File: config.mk
export PLATFORM = sky130hd
export DESIGN_NAME = chain_adc_port
export DESIGN_NICKNAME = d
export VERILOG_FILES = /design/src/rtl/chain_port_pkg.sv /design/src/rtl/chain_port_edges.sv /design/src/rtl/chain_port_shifter.sv /design/src/rtl/chain_port_fsm.sv /design/src/rtl/chain_adc_port.sv
export SDC_FILE = /design/constraint.sdc
export NUM_CORES = 1
export LEC_CHECK = 0
export ABC_AREA = 1
export BUFFER_PORTS_ARGS = -buffer_cell sky130_fd_sc_hd__clkbuf_2
export CAP_MARGIN = 15
export CORE_ASPECT_RATIO = 0.8
export CORE_MARGIN = 2
export CORE_UTILIZATION = 33
export DETAILED_ROUTE_END_ITERATION = 6
export PLACE_DENSITY_LB_ADDON = 0.1
export SLEW_MARGIN = 0
export SYNTH_ARGS = -nofsm -noshare
export SYNTH_HDL_FRONTEND = slang
export SYNTH_SLANG_ARGS = --single-unit
File: constraint.sdc
create_clock -name clk -period 1.72 [get_ports clk]
set_input_delay 0.086 -clock clk [delete_from_list [all_inputs] [get_ports clk]]
set_output_delay 0.086 -clock clk [all_outputs]
set_load 0.02 [all_outputs]
File: src/rtl/chain_port_pkg.sv
package chain_port_pkg;
    typedef enum logic [2:0] {
        ST_IDLE    = 3'd0,
        ST_NOCHAIN = 3'd1,
        ST_CONVERT = 3'd2,
        ST_FLAG    = 3'd3,
        ST_SHIFT   = 3'd4
    } port_state_t;
endpackage

File: src/rtl/chain_port_edges.sv
module chain_port_edges (
    input  logic clk,
    input  logic rst_n,
    input  logic start_i,
    input  logic sclk_i,
    output logic start_rise,
    output logic start_fall,
    output logic sclk_fall
);
    logic start_q;
    logic sclk_q;

    always_ff @(posedge clk or negedge rst_n) begin
        if (!rst_n) begin
            start_q <= 1'b0;
            sclk_q  <= 1'b0;
        end else begin
            start_q <= start_i;
            sclk_q  <= sclk_i;
        end
    end

    assign start_rise = start_i & ~start_q;
    assign start_fall = ~start_i & start_q;
    assign sclk_fall  = ~sclk_i & sclk_q;
endmodule

File: src/rtl/chain_port_shifter.sv
module chain_port_shifter #(
    parameter int WIDTH = 18
) (
    input  logic             clk,
    input  logic             rst_n,
    input  logic             clear,
    input  logic             load,
    input  logic [WIDTH-1:0] load_val,
    input  logic             shift_en,
    input  logic             ser_in,
    output logic             msb
);
    localparam int TOP = WIDTH - 1;

    logic [WIDTH-1:0] sreg;

    always_ff @(posedge clk or negedge rst_n) begin
        if (!rst_n) begin
            sreg <= '0;
        end else if (clear) begin
            sreg <= '0;
        end else if (load) begin
            sreg <= load_val;
        end else if (shift_en) begin
            sreg <= {sreg[TOP-1:0], ser_in};
        end
    end

    assign msb = sreg[TOP];

    AST_LOAD_CAPTURES: assert property (@(posedge clk) disable iff (!rst_n)
        (load && !clear) |=> sreg == $past(load_val));

    AST_SHIFT_MOVES: assert property (@(posedge clk) disable iff (!rst_n)
        (shift_en && !load && !clear) |=> (sreg[TOP:1] == $past(sreg[TOP-1:0]) && sreg[0] == $past(ser_in)));
endmodule

File: src/rtl/chain_port_fsm.sv
module chain_port_fsm
    import chain_port_pkg::*;
(
    input  logic clk,
    input  logic rst_n,
    input  logic start_i,
    input  logic sclk_i,
    input  logic ser_in_i,
    input  logic start_rise,
    input  logic start_fall,
    input  logic sclk_fall,
    input  logic conv_done_i,
    input  logic data_msb,
    output logic clear,
    output logic load,
    output logic shift_en,
    output logic ser_out
);
    port_state_t state;
    port_state_t state_nx;
    logic        raw_out;

    always_ff @(posedge clk or negedge rst_n) begin
        if (!rst_n) begin
            state <= ST_IDLE;
        end else begin
            state <= state_nx;
        end
    end

    always_comb begin
        state_nx = state;
        clear    = 1'b0;
        load     = 1'b0;
        shift_en = 1'b0;
        unique case (state)
            ST_IDLE: begin
                if (start_rise) begin
                    clear    = 1'b1;
                    state_nx = sclk_i ? ST_CONVERT : ST_NOCHAIN;
                end
            end
            ST_NOCHAIN: begin
                if (start_fall) begin
                    state_nx = ST_IDLE;
                end
            end
            ST_CONVERT: begin
                if (start_fall) begin
                    clear    = 1'b1;
                    state_nx = ST_IDLE;
                end else if (conv_done_i) begin
                    load     = 1'b1;
                    state_nx = ST_FLAG;
                end
            end
            ST_FLAG: begin
                if (start_fall) begin
                    clear    = 1'b1;
                    state_nx = ST_IDLE;
                end else if (sclk_fall) begin
                    state_nx = ST_SHIFT;
                end
            end
            ST_SHIFT: begin
                if (start_fall) begin
                    clear    = 1'b1;
                    state_nx = ST_IDLE;
                end else if (sclk_fall) begin
                    shift_en = 1'b1;
                end
            end
            default: begin
                state_nx = ST_IDLE;
            end
        endcase
    end

    always_comb begin
        unique case (state)
            ST_FLAG:  raw_out = ser_in_i;
            ST_SHIFT: raw_out = data_msb;
            default:  raw_out = 1'b0;
        endcase
        ser_out = raw_out & (start_i | ser_in_i);
    end

    AST_CHAIN_ENTRY: assert property (@(posedge clk) disable iff (!rst_n)
        (state == ST_IDLE && start_rise && sclk_i) |=> state == ST_CONVERT);

    AST_NOCHAIN_ENTRY: assert property (@(posedge clk) disable iff (!rst_n)
        (state == ST_IDLE && start_rise && !sclk_i) |=> state == ST_NOCHAIN);

    AST_DONE_TO_FLAG: assert property (@(posedge clk) disable iff (!rst_n)
        (state == ST_CONVERT && conv_done_i && !start_fall) |=> state == ST_FLAG);

    AST_ABORT_IDLE: assert property (@(posedge clk) disable iff (!rst_n)
        (state != ST_IDLE && start_fall) |=> state == ST_IDLE);

    AST_DONE_IGNORED: assert property (@(posedge clk) disable iff (!rst_n)
        (state == ST_IDLE && conv_done_i && !start_rise) |=> state == ST_IDLE);
endmodule

File: src/rtl/chain_adc_port.sv
module chain_adc_port #(
    parameter int WIDTH = 18
) (
    input  logic             clk,
    input  logic             rst_n,
    input  logic             start_i,
    input  logic             sclk_i,
    input  logic             ser_in_i,
    input  logic             conv_done_i,
    input  logic [WIDTH-1:0] conv_word_i,
    output logic             ser_out_o
);
    logic start_rise;
    logic start_fall;
    logic sclk_fall;
    logic clear;
    logic load;
    logic shift_en;
    logic data_msb;

    chain_port_edges u_edges (
        .clk        (clk),
        .rst_n      (rst_n),
        .start_i    (start_i),
        .sclk_i     (sclk_i),
        .start_rise (start_rise),
        .start_fall (start_fall),
        .sclk_fall  (sclk_fall)
    );

    chain_port_fsm u_fsm (
        .clk         (clk),
        .rst_n       (rst_n),
        .start_i     (start_i),
        .sclk_i      (sclk_i),
        .ser_in_i    (ser_in_i),
        .start_rise  (start_rise),
        .start_fall  (start_fall),
        .sclk_fall   (sclk_fall),
        .conv_done_i (conv_done_i),
        .data_msb    (data_msb),
        .clear       (clear),
        .load        (load),
        .shift_en    (shift_en),
        .ser_out     (ser_out_o)
    );

    chain_port_shifter #(.WIDTH(WIDTH)) u_shift (
        .clk      (clk),
        .rst_n    (rst_n),
        .clear    (clear),
        .load     (load),
        .load_val (conv_word_i),
        .shift_en (shift_en),
        .ser_in   (ser_in_i),
        .msb      (data_msb)
    );

    AST_LOAD_OR_SHIFT: assert property (@(posedge clk) disable iff (!rst_n)
        !(load && shift_en));
endmodule

## Word-level counts from Yosys, hierarchy flattened

Cells that the tools add are included.

- Bits in registers: 23

- Multiplexer cells: 21
- Bitwise logic cells: 8
- Reductions and logical operators: 5
- Equality and inequality tests: 8

Operators by type and width:

| operator | count |
|---|---|
| $mux 18 | 3 |
| $mux 3 | 6 |
| $pmux 3 s4 | 1 |
| $mux 1 | 8 |
| $eq 3x2->1 const B | 2 |
| $ne 3x3->1 const B | 2 |
| $and 1x1->1 | 4 |
| $pmux 1 s2 | 2 |
| $reduce_and 4->1 | 1 |
| $eq 3x1->1 const B | 1 |
| $eq 3x3->1 const B | 1 |
| $logic_not 3->1 | 1 |
| $not 1->1 | 3 |
| $reduce_bool 3->1 | 1 |
| $reduce_or 3->1 | 1 |
| $mux 2 | 1 |
| $ne 2x1->1 const B | 1 |
| $ne 2x2->1 const B | 1 |
| $reduce_or 2->1 | 1 |
| $or 1x1->1 | 1 |

## Logic depth before layout (Yosys ltp)

Gate-level depths: netlist of the first run.

- Depth after elaboration: 8
- Depth in mapped cells: 10
- Depth with buffers taken out: 9

## Cells and area by module

A second synthesis of the first run with hierarchy kept.

- Cell total of the unflattened synthesis: 192
- Area, all modules: 1316.3 sq um

Modules (own cells, without submodules):

| module | instances | cells an instance | area an instance (sq um) |
|---|---|---|---|
| chain_port_shifter | 1 | 136 | 964.7 |
| chain_port_fsm | 1 | 48 | 279.0 |
| chain_port_edges | 1 | 8 | 72.6 |

## Least setup slack after synthesis of the first run

Ideal clock, no wire load.

- Path type: reg2reg
- Start point: reg u_fsm.state[2]
- End point: reg u_shift.sreg[0]
- Cell stages (with the launch flop): 8
- Setup slack: 0.351 ns
- Path buffers: 1
- Arrival: 1.253 ns
- Required time: 1.605 ns
- Path through: dfrtp_1 > inv_2 > nand3_1 > nor2_4 > a21oi_4 > buf_4 > nor2_1 > nor2_1

- Longest elaborated chain between the ends: 4
- Elaborated cells on any way between the ends: 11
- Classes of those cells: eq/ne (3); mux (5); reduce/logical (3)

Ends and longest elaborated chain:

| what | RTL line | text |
|---|---|---|
| start: declaration | chain_port_fsm.sv:19 | `port_state_t state;` |
| start signal: assignment | chain_port_fsm.sv:27 | `state <= state_nx;` |
| $eq 3x2->1 / $eq 3x3->1 (equally long branches) | chain_port_fsm.sv:36 | `unique case (state)` |
| $reduce_or 3->1 (no line) / $mux 1 (equally long branches) | n/a |  |
| $pmux 1 s2 / $mux 18 (equally long branches) | chain_port_fsm.sv:36, chain_port_shifter.sv:22 |  |
| $reduce_bool 3->1 (no line) / $mux 18 (equally long branches) | n/a |  |
| end signal: assignment | chain_port_shifter.sv:23 | `sreg <= load_val;` |
| end signal: assignment | chain_port_shifter.sv:25 | `sreg <= {sreg[TOP-1:0], ser_in};` |
| end: declaration | chain_port_shifter.sv:15 | `logic [WIDTH-1:0] sreg;` |

Parallel ways exist; a longest one is shown, timed or not.
A chain may end at the register's enable or synchronous reset.

## Final worst setup path of the first run

- Start point: in sclk_i
- End point: reg u_shift.sreg[4]

- Longest elaborated chain between the ends: 6

Ends and longest elaborated chain:

| what | RTL line | text |
|---|---|---|
| start: declaration | chain_adc_port.sv:7 | `input logic sclk_i,` |
| $not 1->1 | chain_port_edges.sv:25 | `assign sclk_fall = ~sclk_i & sclk_q;` |
| $and 1x1->1 | chain_port_edges.sv:25 |  |
| $mux 1 | chain_port_fsm.sv:69 | `end else if (sclk_fall) begin` |
| $mux 1 | chain_port_fsm.sv:66 | `if (start_fall) begin` |
| $mux 1 | chain_port_fsm.sv:36 |  |
| $reduce_bool 3->1 (no line) | n/a |  |

No other way between the ends.

==> results of run 1 <==
==> synth_stat cells (all sizes together) <==
cell type  number
nand2          95
nor2           48
dfrtp          23
nand3b         18
inv            10
nand3           8
buf             7
a21oi           3
nand4           3
o21ai           3
o21bai          3
==> metal layers <==
metal	track usage (%)	wire length, um
met1	23.9	1930
met3	3.53	155
met4	3.45	23
met2	21.2	1380
met5	0	0
==> worst paths after layout <==
kind | start | to | slack, ns | cells past startpoint
min in group asynchronous | rst_n | u_shift.sreg[10] | 0.36 | 2
worst min register to register | u_shift.sreg[2] | u_shift.sreg[3] | 0.57 | 4
worst min-delay path | conv_word_i[15] | u_shift.sreg[15] | 0.13 | 5
worst max-delay path | sclk_i | u_shift.sreg[4] | 0.16 | 9
worst max register to register | u_fsm.state[2] | u_shift.sreg[7] | 0.27 | 8
max in group asynchronous | rst_n | u_shift.sreg[15] | 0.97 | 2
==> sequential cells by signal, summed over array words and instances (netlist names) <==
| register | cells |
|---|---|
| u_edges.start_q | 1 |
| u_shift.sreg | 18 |
| u_edges.sclk_q | 1 |
| u_fsm.state | 3 |
==> cell families (layout without fill, tap and decap cells) <==
kind of cell | count (synthesis) | in the layout | synth area share (%)
AND/OR/NAND/NOR | 172 | 172 | 50.5
flip-flops | 23 | 23 | 38.8
buffers and inverters | 17 | 47 | 5.64
AO/OA/AOI/OAI | 9 | 9 | 5.05
==> where the power goes <==
| group | switching [mW] | internal [mW] | leakage [nW] | total (mW) |
|---|---|---|---|---|
| registers | 0.118 | 0.724 | 0.298 | 0.842 |
| clock network | 0.172 | 0.165 | 0.0228 | 0.338 |
| logic | 0.740 | 0.547 | 0.710 | 1.29 |
==> layout make-up <==
cell class,instances,share of cell area (%)
clock buffers,4,2.51
flip-flops and latches,23,32.1
multi-input cells,181,46.3
repair buffers,33,13.0
well taps,57,3.98
inverters,10,2.09
==> metrics by stage <==
step	total power [mW]	setup WS [ns]	std cells	area (um2)
6_report	2.47	0.157	308	1790
5_1_grt	2.74	0.0309	308	1790
4_1_cts	2.49	0.0772	308	1790
3_5_place_dp	2.14	0.212	301	1710
3_3_place_gp	2.15	0.260	301	1710
2_1_floorplan	1.79	0.351	221	1490
==> critical path, stage by stage <==
cell	delay [ns]
sky130_fd_sc_hd__dlygate4sd3_1	0.53
sky130_fd_sc_hd__clkbuf_2	0.12
sky130_fd_sc_hd__inv_1	0.07
sky130_fd_sc_hd__nand2_1	0.10
sky130_fd_sc_hd__nor2_1	0.32
sky130_fd_sc_hd__nand2_4	0.22
sky130_fd_sc_hd__nand3b_1	0.14
sky130_fd_sc_hd__nand2_1	0.05
sky130_fd_sc_hd__nor2_1	0.11
==> timing repair <==
item,CTS,global route
gates resized for setup,0,1
hold buffers,3,0
endpoints found under the setup margin,0,12
endpoints found under the hold margin,25,0
==> flow_summary.toml, run 1 <==
[drt]
postRouteAntennaNets = 0
drt-wirelength-per-cell_um = 11.3
routed_vias_inst = 4.58
drt_wl_total_mm = 3.48
num_vias = 1412
drc = 0
initialDrtViolationCount = 113
first_pass_iters = 4

[sta]
fin_tns_setup_ns = 0
tightest_slew_ns = 0.602
grt_setup_unrepaired = "no"
maxSlewHeadroom_pct = 59.9
final_hold_viol_count = 0
fin_worst_hold_slack_ns = 0.127
report.final.slew_viol_count = 0
timing.final.setup_violations = 0
clock.fmax_mhz = 640
clock-skew-final_ns = 0.00444
post-route-period-util_pct = 90.9
post-route-min-period_ns = 1.56

[floorplanning]
core-area_mm2 = 0.00426
initial_core_util_pct = 34.9
die_w_um = 79.0
chipHeight_um = 64.0
io_pins = 25
die-area_mm2 = 0.00506
placement_rows = 21

[clock_tree]
worst_setup_hold_path_clk_slew_ns = 0.08
clock_sinks = 23
clkLatencyLatePin_ns = 0.26
tritoncts.num_buffers = 3
cts-htree-levels = 1
cts_tree = "built"
ctsRootBufferMaster = "sky130_fd_sc_hd__clkbuf_8"
max-clock-path-buffers = 2
cts.repair_timing.setup_buffer_count = 0

[finish]
insertedDiodeCount = 0
sequential_cell_area_um2 = 576
final_core_utilization_pct = 42.1
final_cell_mix = "92 x sky130_fd_sc_hd__nand2_1, 45 x sky130_fd_sc_hd__nor2_1, 24 x sky130_fd_sc_hd__clkbuf_2"
synthToLayoutAreaGrowth_pct = 20.7
layout.filler_cells = 459
post_route_cells_drive_above_1_share_pct = 17.5
finalNetCount = 276
final_common_cell = "sky130_fd_sc_hd__nand2_1"
multi_input_comb_area_um2 = 831

[worst_setup_path]
cp.arrival_ns = 1.76
worstSetupStartpointType = "input pin"
worstSetupPathType = "input pin to register"
top_fanout_value_on_the_critical_path = 18
required_ns = 1.92
kind_of_end_point_of_the_critical_path = "register"

[synthesis]
yosysWarningCount = 0
synth_area_leaders = "sky130_fd_sc_hd__dfrtp_1 39%, sky130_fd_sc_hd__nand2_1 23%, sky130_fd_sc_hd__nor2_1 11%"
synth.ff_latch_count = 23
netlist-cell-type-count = 18
synth_area_mm2 = 0.00149
ys_seq_area_share_pct = 38.8
synth.top_cell.area_share_pct = 38.8
syn-num-nets = 245
yosys.area.top_type = "sky130_fd_sc_hd__dfrtp_1"
synth_cells = 221
syn-mean-instance-area_um2 = 6.72

[global_routing]
grt_pass1_wl_mm = 6.16
grt_start_max_net_pins = 37
grt_resource_usage_total_pct = 15.3
number_of_global_route_vias_before_repair = 1256
gr-total-overflow = 0
grt_antenna_before_repair = 0

[pwr]
max-vdd-ir-drop_v = 0.000688
pwr_density_cell_mw_per_mm2 = 1380
power.static_leakage_nw = 1.03

[placed_design]
place.port_buffers = 24
finalWeightedCongestion = 0.876
place_hpwl_mm = 2.48

[worst_hold_path]
min-delay-path-class = "input pin to register"

[status]
result_of_the_run = "finished clean"

[run]
drv.max_cap_violation_count = 0
Note: power is estimated with default switching activity, not from simulation.
==> run 2: changes to the inputs <==
--- a/config.mk
+++ b/config.mk
@@ -5,7 +5,6 @@
 export SDC_FILE = /design/constraint.sdc
 export NUM_CORES = 1
 export LEC_CHECK = 0
-export ABC_AREA = 1
 export BUFFER_PORTS_ARGS = -buffer_cell sky130_fd_sc_hd__clkbuf_2
 export CAP_MARGIN = 15
 export CORE_ASPECT_RATIO = 0.8
==> flow_summary.toml, run 2 <==
[finish]
final_common_cell = "sky130_fd_sc_hd__clkbuf_2"
insertedDiodeCount = 0
flip_flop_count_of_the_largest_register_all_copies_and_words_added = 18
finalNetCount = 169
synthToLayoutAreaGrowth_pct = 21.7
final_cell_mix = "24 x sky130_fd_sc_hd__clkbuf_2, 23 x sky130_fd_sc_hd__dfrtp_1, 18 x sky130_fd_sc_hd__mux2i_1"
reg_top3 = "u_shift.sreg (18), u_fsm.state (3)"
post_route_cells_drive_above_1_share_pct = 42.4
largest_register = "u_shift.sreg"
layout.filler_cells = 386

[synthesis]
synth.ff_latch_count = 23
synth_area_mm2 = 0.00133
yosysMostFrequentCell = "sky130_fd_sc_hd__dfrtp_1"
async_reset_ff_share_pct = 100
synth.top_cell.area_share_pct = 43.2
yosys-top-cells-count = "23 x sky130_fd_sc_hd__dfrtp_1, 18 x sky130_fd_sc_hd__mux2i_1, 12 x sky130_fd_sc_hd__a211oi_2"
synth_area_leaders = "sky130_fd_sc_hd__dfrtp_1 43%, sky130_fd_sc_hd__mux2i_1 14%, sky130_fd_sc_hd__a211oi_2 11%"
ys_seq_area_share_pct = 43.2
synth_edf_count = 0
synth_cells = 114
yosys.area.top_type = "sky130_fd_sc_hd__dfrtp_1"
netlist-cell-type-count = 27
syn-num-nets = 138
synthFlopType = "sky130_fd_sc_hd__dfrtp_1"
yosysWarningCount = 0
syn-mean-instance-area_um2 = 11.7

[worst_setup_path]
ff2ff_setup_slack_ns = 0.15
rr_endpoint = "u_shift.sreg[14]"
top_fanout_value_on_the_critical_path = 11
buf_inv_on_cp = 3
worstSetupPathType = "input pin to register"
required_ns = 1.87
critical_path.cell_chain = "dlygate4sd3_1 > clkbuf_2 > and2b_1 > a21oi_2 > o32ai_4 > buf_4 > a211oi_2"
critical_path_depth = 7
worst_reg_to_reg_path_cell_count = 5
kind_of_end_point_of_the_critical_path = "register"
cp.arrival_ns = 1.77
critical_path.startpoint = "start_i"
cp_slowest_cell = "sky130_fd_sc_hd__dlygate4sd3_1"
r2r-start = "u_fsm.state[1]"
crit_end = "u_shift.sreg[16]"
critical_path.top_delay_family = "buffers and inverters"
worstSetupStartpointType = "input pin"
cp_max_stage_delay_ns = 0.54

[pwr]
power.static_leakage_nw = 0.768
max-vdd-ir-drop_v = 0.000792
pwr_density_cell_mw_per_mm2 = 1460
fin_total_pwr_mw = 2.36

[sta]
clock.fmax_mhz = 618
postLayoutSetupSlackWorst_ns = 0.102
post-route-period-util_pct = 94.0
tightest_slew_ns = 0.600
grt_setup_unrepaired = "no"
fin_worst_hold_slack_ns = 0.121
clock-skew-final_ns = 0.00345
maxSlewHeadroom_pct = 60.0
report.final.slew_viol_count = 0
post-route-min-period_ns = 1.62
fin_tns_setup_ns = 0
timing.final.setup_violations = 0
final_hold_viol_count = 0

[clock_tree]
max-clock-path-buffers = 2
tritoncts.num_buffers = 3
cts-htree-levels = 1
worst_setup_hold_path_clk_slew_ns = 0.08
clkLatencyLatePin_ns = 0.26
ctsRootBufferMaster = "sky130_fd_sc_hd__clkbuf_8"
clock_sinks = 23
cts_tree = "built"

[global_routing]
gr-total-overflow = 0
grt_pass1_wl_mm = 4.57
grt_start_max_net_pins = 37
grt_antenna_before_repair = 0
grt_resource_usage_total_pct = 13.5
number_of_global_route_vias_before_repair = 967

[floorplanning]
placement_rows = 20
initial_core_util_pct = 34.8
core-area_mm2 = 0.00383
io_pins = 25
die_w_um = 75.0
chipHeight_um = 60.8
die-area_mm2 = 0.00456

[drt]
postRouteAntennaNets = 0
drc = 0
drt_wl_total_mm = 2.72
drt-wirelength-per-cell_um = 13.7
num_vias = 979
first_pass_iters = 4
initialDrtViolationCount = 27
routed_vias_inst = 4.92

[run]
drv.max_cap_violation_count = 0

[placed_design]
finalWeightedCongestion = 0.791
place.port_buffers = 24
place_hpwl_mm = 1.80
setup_ws_pre_cts_ns = 0.0493

[worst_hold_path]
min-delay-path-class = "input pin to register"

[status]
result_of_the_run = "finished clean"
## run 2: changes by cell type after synthesis, sizes merged, moves of 2 or more
cell / delta
mux2i: +18
nand2b: +2
a21oi: +2
inv: -10
o21bai: -3
nand2: -92
nand3b: -16
nor2: -28
nand4: -3
nand3: -7
a211oi: +20
## run 2: worst min-delay path by stage
stage,slack (ns),endpoint,depth (start not counted),start
after global placement,0.13,u_fsm.state[0],1,rst_n
after detailed placement,0.12,u_fsm.state[0],1,rst_n
after floorplan,-0.21,u_edges.sclk_q,0,rst_n
after global routing,0.12,u_fsm.state[1],2,sclk_i
after CTS,0.11,u_fsm.state[1],2,sclk_i
final,0.12,u_fsm.state[1],2,sclk_i
## run 2: final cells by class
type	instances	area [um2]	share of cell area [%]
multi-input cells	82	691	42.6
flip-flops and latches	23	576	35.5
repair buffers	35	240	14.8
well taps	55	68.8	4.25
clock buffers	4	45.0	2.78
## run 2: per-stage QoR
stage,util [%],cells,cell area [um2]
floorplan,-,114,1330
global placement,39.4,190,1510
detailed placement,39.4,190,1510
CTS,41.4,197,1580
global route,42.3,199,1620
finish,42.3,199,1620
## run 2: cell families (layout without fill, tap and decap cells)
group | count (synthesis) | count (layout) | share of synthesized area [%]
AND/OR/NAND/NOR | 33 | 33 | 14.9
AO/OA/AOI/OAI | 31 | 31 | 23.2
flip-flops | 23 | 23 | 43.2
multiplexers | 18 | 18 | 13.5
buffers and inverters | 9 | 39 | 5.17
## run 2: worst register-to-register path: stages (launching register included)
cell	delay (ns)
sky130_fd_sc_hd__dfrtp_1	0.42
sky130_fd_sc_hd__nand4bb_1	0.26
sky130_fd_sc_hd__a211oi_4	0.29
sky130_fd_sc_hd__buf_12	0.20
sky130_fd_sc_hd__nor2_1	0.05
sky130_fd_sc_hd__a211oi_1	0.24
## run 2: routing by layer
metal  global-route usage (%)  wire length [um]  share of wire [%]
met4                     3.57                15               0.55
met1                     17.9              1300                 48
met5                        0                 0                  0
met2                     21.3              1310                 48
met3                     4.32               100                3.7
## run 2: timing repair
item	4_1_cts	5_1_grt
gates resized for setup	0	1
buffers inserted	0	1
endpoints found under the setup margin	0	13
hold buffers	3	0
endpoints found under the hold margin	25	0
## run 2: power by group
part / internal (mW) / total [mW] / switching (mW) / leakage, nW
clock: 0.165 / 0.345 / 0.180 / 0.0228
combinational: 0.531 / 1.06 / 0.533 / 0.443
sequential: 0.773 / 0.950 / 0.177 / 0.302
==> run 3: changes to the inputs <==
--- a/config.mk
+++ b/config.mk
@@ -10,6 +10,7 @@
 export CORE_ASPECT_RATIO = 0.8
 export CORE_MARGIN = 2
 export CORE_UTILIZATION = 33
+export CTS_BUF_LIST = sky130_fd_sc_hd__clkbuf_8
 export DETAILED_ROUTE_END_ITERATION = 6
 export PLACE_DENSITY_LB_ADDON = 0.1
 export SLEW_MARGIN = 0
==> flow_summary.toml, run 3 (same netlist as run 2, synthesis figures left out) <==
[clock_tree]
ctsRootBufferMaster = "sky130_fd_sc_hd__clkbuf_8"
clock_sinks = 23
tritoncts.num_buffers = 3
cts_tree = "built"
max-clock-path-buffers = 2
clkLatencyLatePin_ns = 0.26
worst_setup_hold_path_clk_slew_ns = 0.08
cts-htree-levels = 1

[pwr]
share_of_total_power_in_combinational_logic_pct = 45.2
pwr_density_cell_mw_per_mm2 = 1450
cellInternalPower_mw = 1.46
swShare_pct = 37.8
fin_total_pwr_mw = 2.35
power_switching_mw = 0.888
max-vdd-ir-drop_v = 0.000776
p_clk_share_pct = 14.4
sequentialPowerShare_pct = 40.4
power.static_leakage_nw = 0.772

[worst_setup_path]
worstSetupPathType = "input pin to register"
kind_of_end_point_of_the_critical_path = "register"
cp.arrival_ns = 1.76
required_ns = 1.87
top_fanout_value_on_the_critical_path = 11
worstSetupStartpointType = "input pin"

[floorplanning]
die-area_mm2 = 0.00456
core-area_mm2 = 0.00383
placement_rows = 20
die_w_um = 75.0
initial_core_util_pct = 34.8
io_pins = 25
chipHeight_um = 60.8

[sta]
clock.fmax_mhz = 620
report.final.slew_viol_count = 0
grt_setup_unrepaired = "no"
timing.final.setup_violations = 0
final_hold_viol_count = 0
fin_worst_hold_slack_ns = 0.121
clock-skew-final_ns = 0.00442
fin_tns_setup_ns = 0
tightest_slew_ns = 0.600
post-route-min-period_ns = 1.61
maxSlewHeadroom_pct = 60.0
post-route-period-util_pct = 93.7

[finish]
insertedDiodeCount = 0
post_route_cells_drive_above_1_share_pct = 42.4
final_cell_mix = "24 x sky130_fd_sc_hd__clkbuf_2, 23 x sky130_fd_sc_hd__dfrtp_1, 18 x sky130_fd_sc_hd__mux2i_1"
layout.filler_cells = 386
final_common_cell = "sky130_fd_sc_hd__clkbuf_2"
flip_flop_count_of_the_largest_register_all_copies_and_words_added = 18
reg_top3 = "u_shift.sreg (18), u_fsm.state (3)"
largest_register = "u_shift.sreg"
synthToLayoutAreaGrowth_pct = 21.7
finalNetCount = 169

[run]
drv.max_cap_violation_count = 0

[drt]
first_pass_iters = 4
drt_wl_total_mm = 2.71
postRouteAntennaNets = 0
initialDrtViolationCount = 25
drc = 0
num_vias = 975
drt-wirelength-per-cell_um = 13.6
routed_vias_inst = 4.90

[global_routing]
grt_start_max_net_pins = 37
grt_resource_usage_total_pct = 13.5
grt_pass1_wl_mm = 4.57
gr-total-overflow = 0
number_of_global_route_vias_before_repair = 967
grt_antenna_before_repair = 0

[placed_design]
place.port_buffers = 24
place_hpwl_mm = 1.80
finalWeightedCongestion = 0.791

[worst_hold_path]
min-delay-path-class = "input pin to register"

[status]
result_of_the_run = "finished clean"
[run 3: cell types whose count changed in the layout (fill, tap and decap cells not counted), sizes merged]
| cell | previous run | this run |
|---|---|---|
| clkbuf | 29 | 28 |
| inv | 0 | 1 |
[run 3: cell type report]
cell class	count	area (um2)	area share, %
Clock inverter	1	3.75	0.232
Tap cell	55	68.8	4.25
Multi-Input combinational cell	82	691	42.6
Clock buffer	3	41.3	2.55
Timing Repair Buffer	35	240	14.8
Sequential cell	23	576	35.5
[run 3: metrics by stage]
stage                     cells  util (%)  worst slack (ns)  area [um2]
after floorplan             114         -            0.0422        1330
after global placement      190      39.4             0.167        1510
final                       199      42.3             0.108        1620
after detailed placement    190      39.4            0.0493        1510
after global routing        199      42.3            0.0121        1620
after CTS                   197      41.4            0.0246        1580
[run 3: metal layers]
layer / global-route usage [%] / up-vias / wire length (um)
li1: - / 481 / -
met1: 17.9 / 475 / 1280
met2: 21.3 / 17 / 1310
met3: 4.32 / 2 / 105
met4: 3.57 / 0 / 15
met5: 0 / - / 0
[run 3: path summary, 6_finish.rpt]
kind	startpoint	slack, ns	to	cells after the start
setup reg to reg	u_fsm.state[1]	0.15	u_shift.sreg[14]	5
max in group asynchronous	rst_n	0.97	u_shift.sreg[2]	2
hold reg to reg	u_shift.sreg[10]	0.57	u_shift.sreg[10]	2
min in group asynchronous	rst_n	0.35	u_fsm.state[1]	2
setup / recovery	start_i	0.11	u_shift.sreg[16]	7
hold / removal	sclk_i	0.12	u_fsm.state[1]	2
[run 3: power by group through the flow]
stage,Sequential [mW],Combinational [mW],Clock (mW)
6_report,0.950,1.06,0.339
5_1_grt,0.991,1.19,0.372
4_1_cts,0.954,1.04,0.351
3_5_place_dp,0.965,1.03,0
3_3_place_gp,0.959,1.02,0
2_1_floorplan,0.887,0.914,0
[run 3: worst max-delay path: stages]
cell and delay [ns]:
sky130_fd_sc_hd__dlygate4sd3_1 0.54, sky130_fd_sc_hd__clkbuf_2 0.14, sky130_fd_sc_hd__and2b_1 0.34, sky130_fd_sc_hd__a21oi_2 0.11
sky130_fd_sc_hd__o32ai_4 0.22, sky130_fd_sc_hd__buf_4 0.27, sky130_fd_sc_hd__a211oi_2 0.06
[run 3: timing repair]
item / in CTS / in global routing
gates resized for setup: 0 / 1
setup endpoints to repair: 0 / 13
hold buffers: 3 / 0
setup buffers: 0 / 1
hold endpoints to repair: 25 / 0
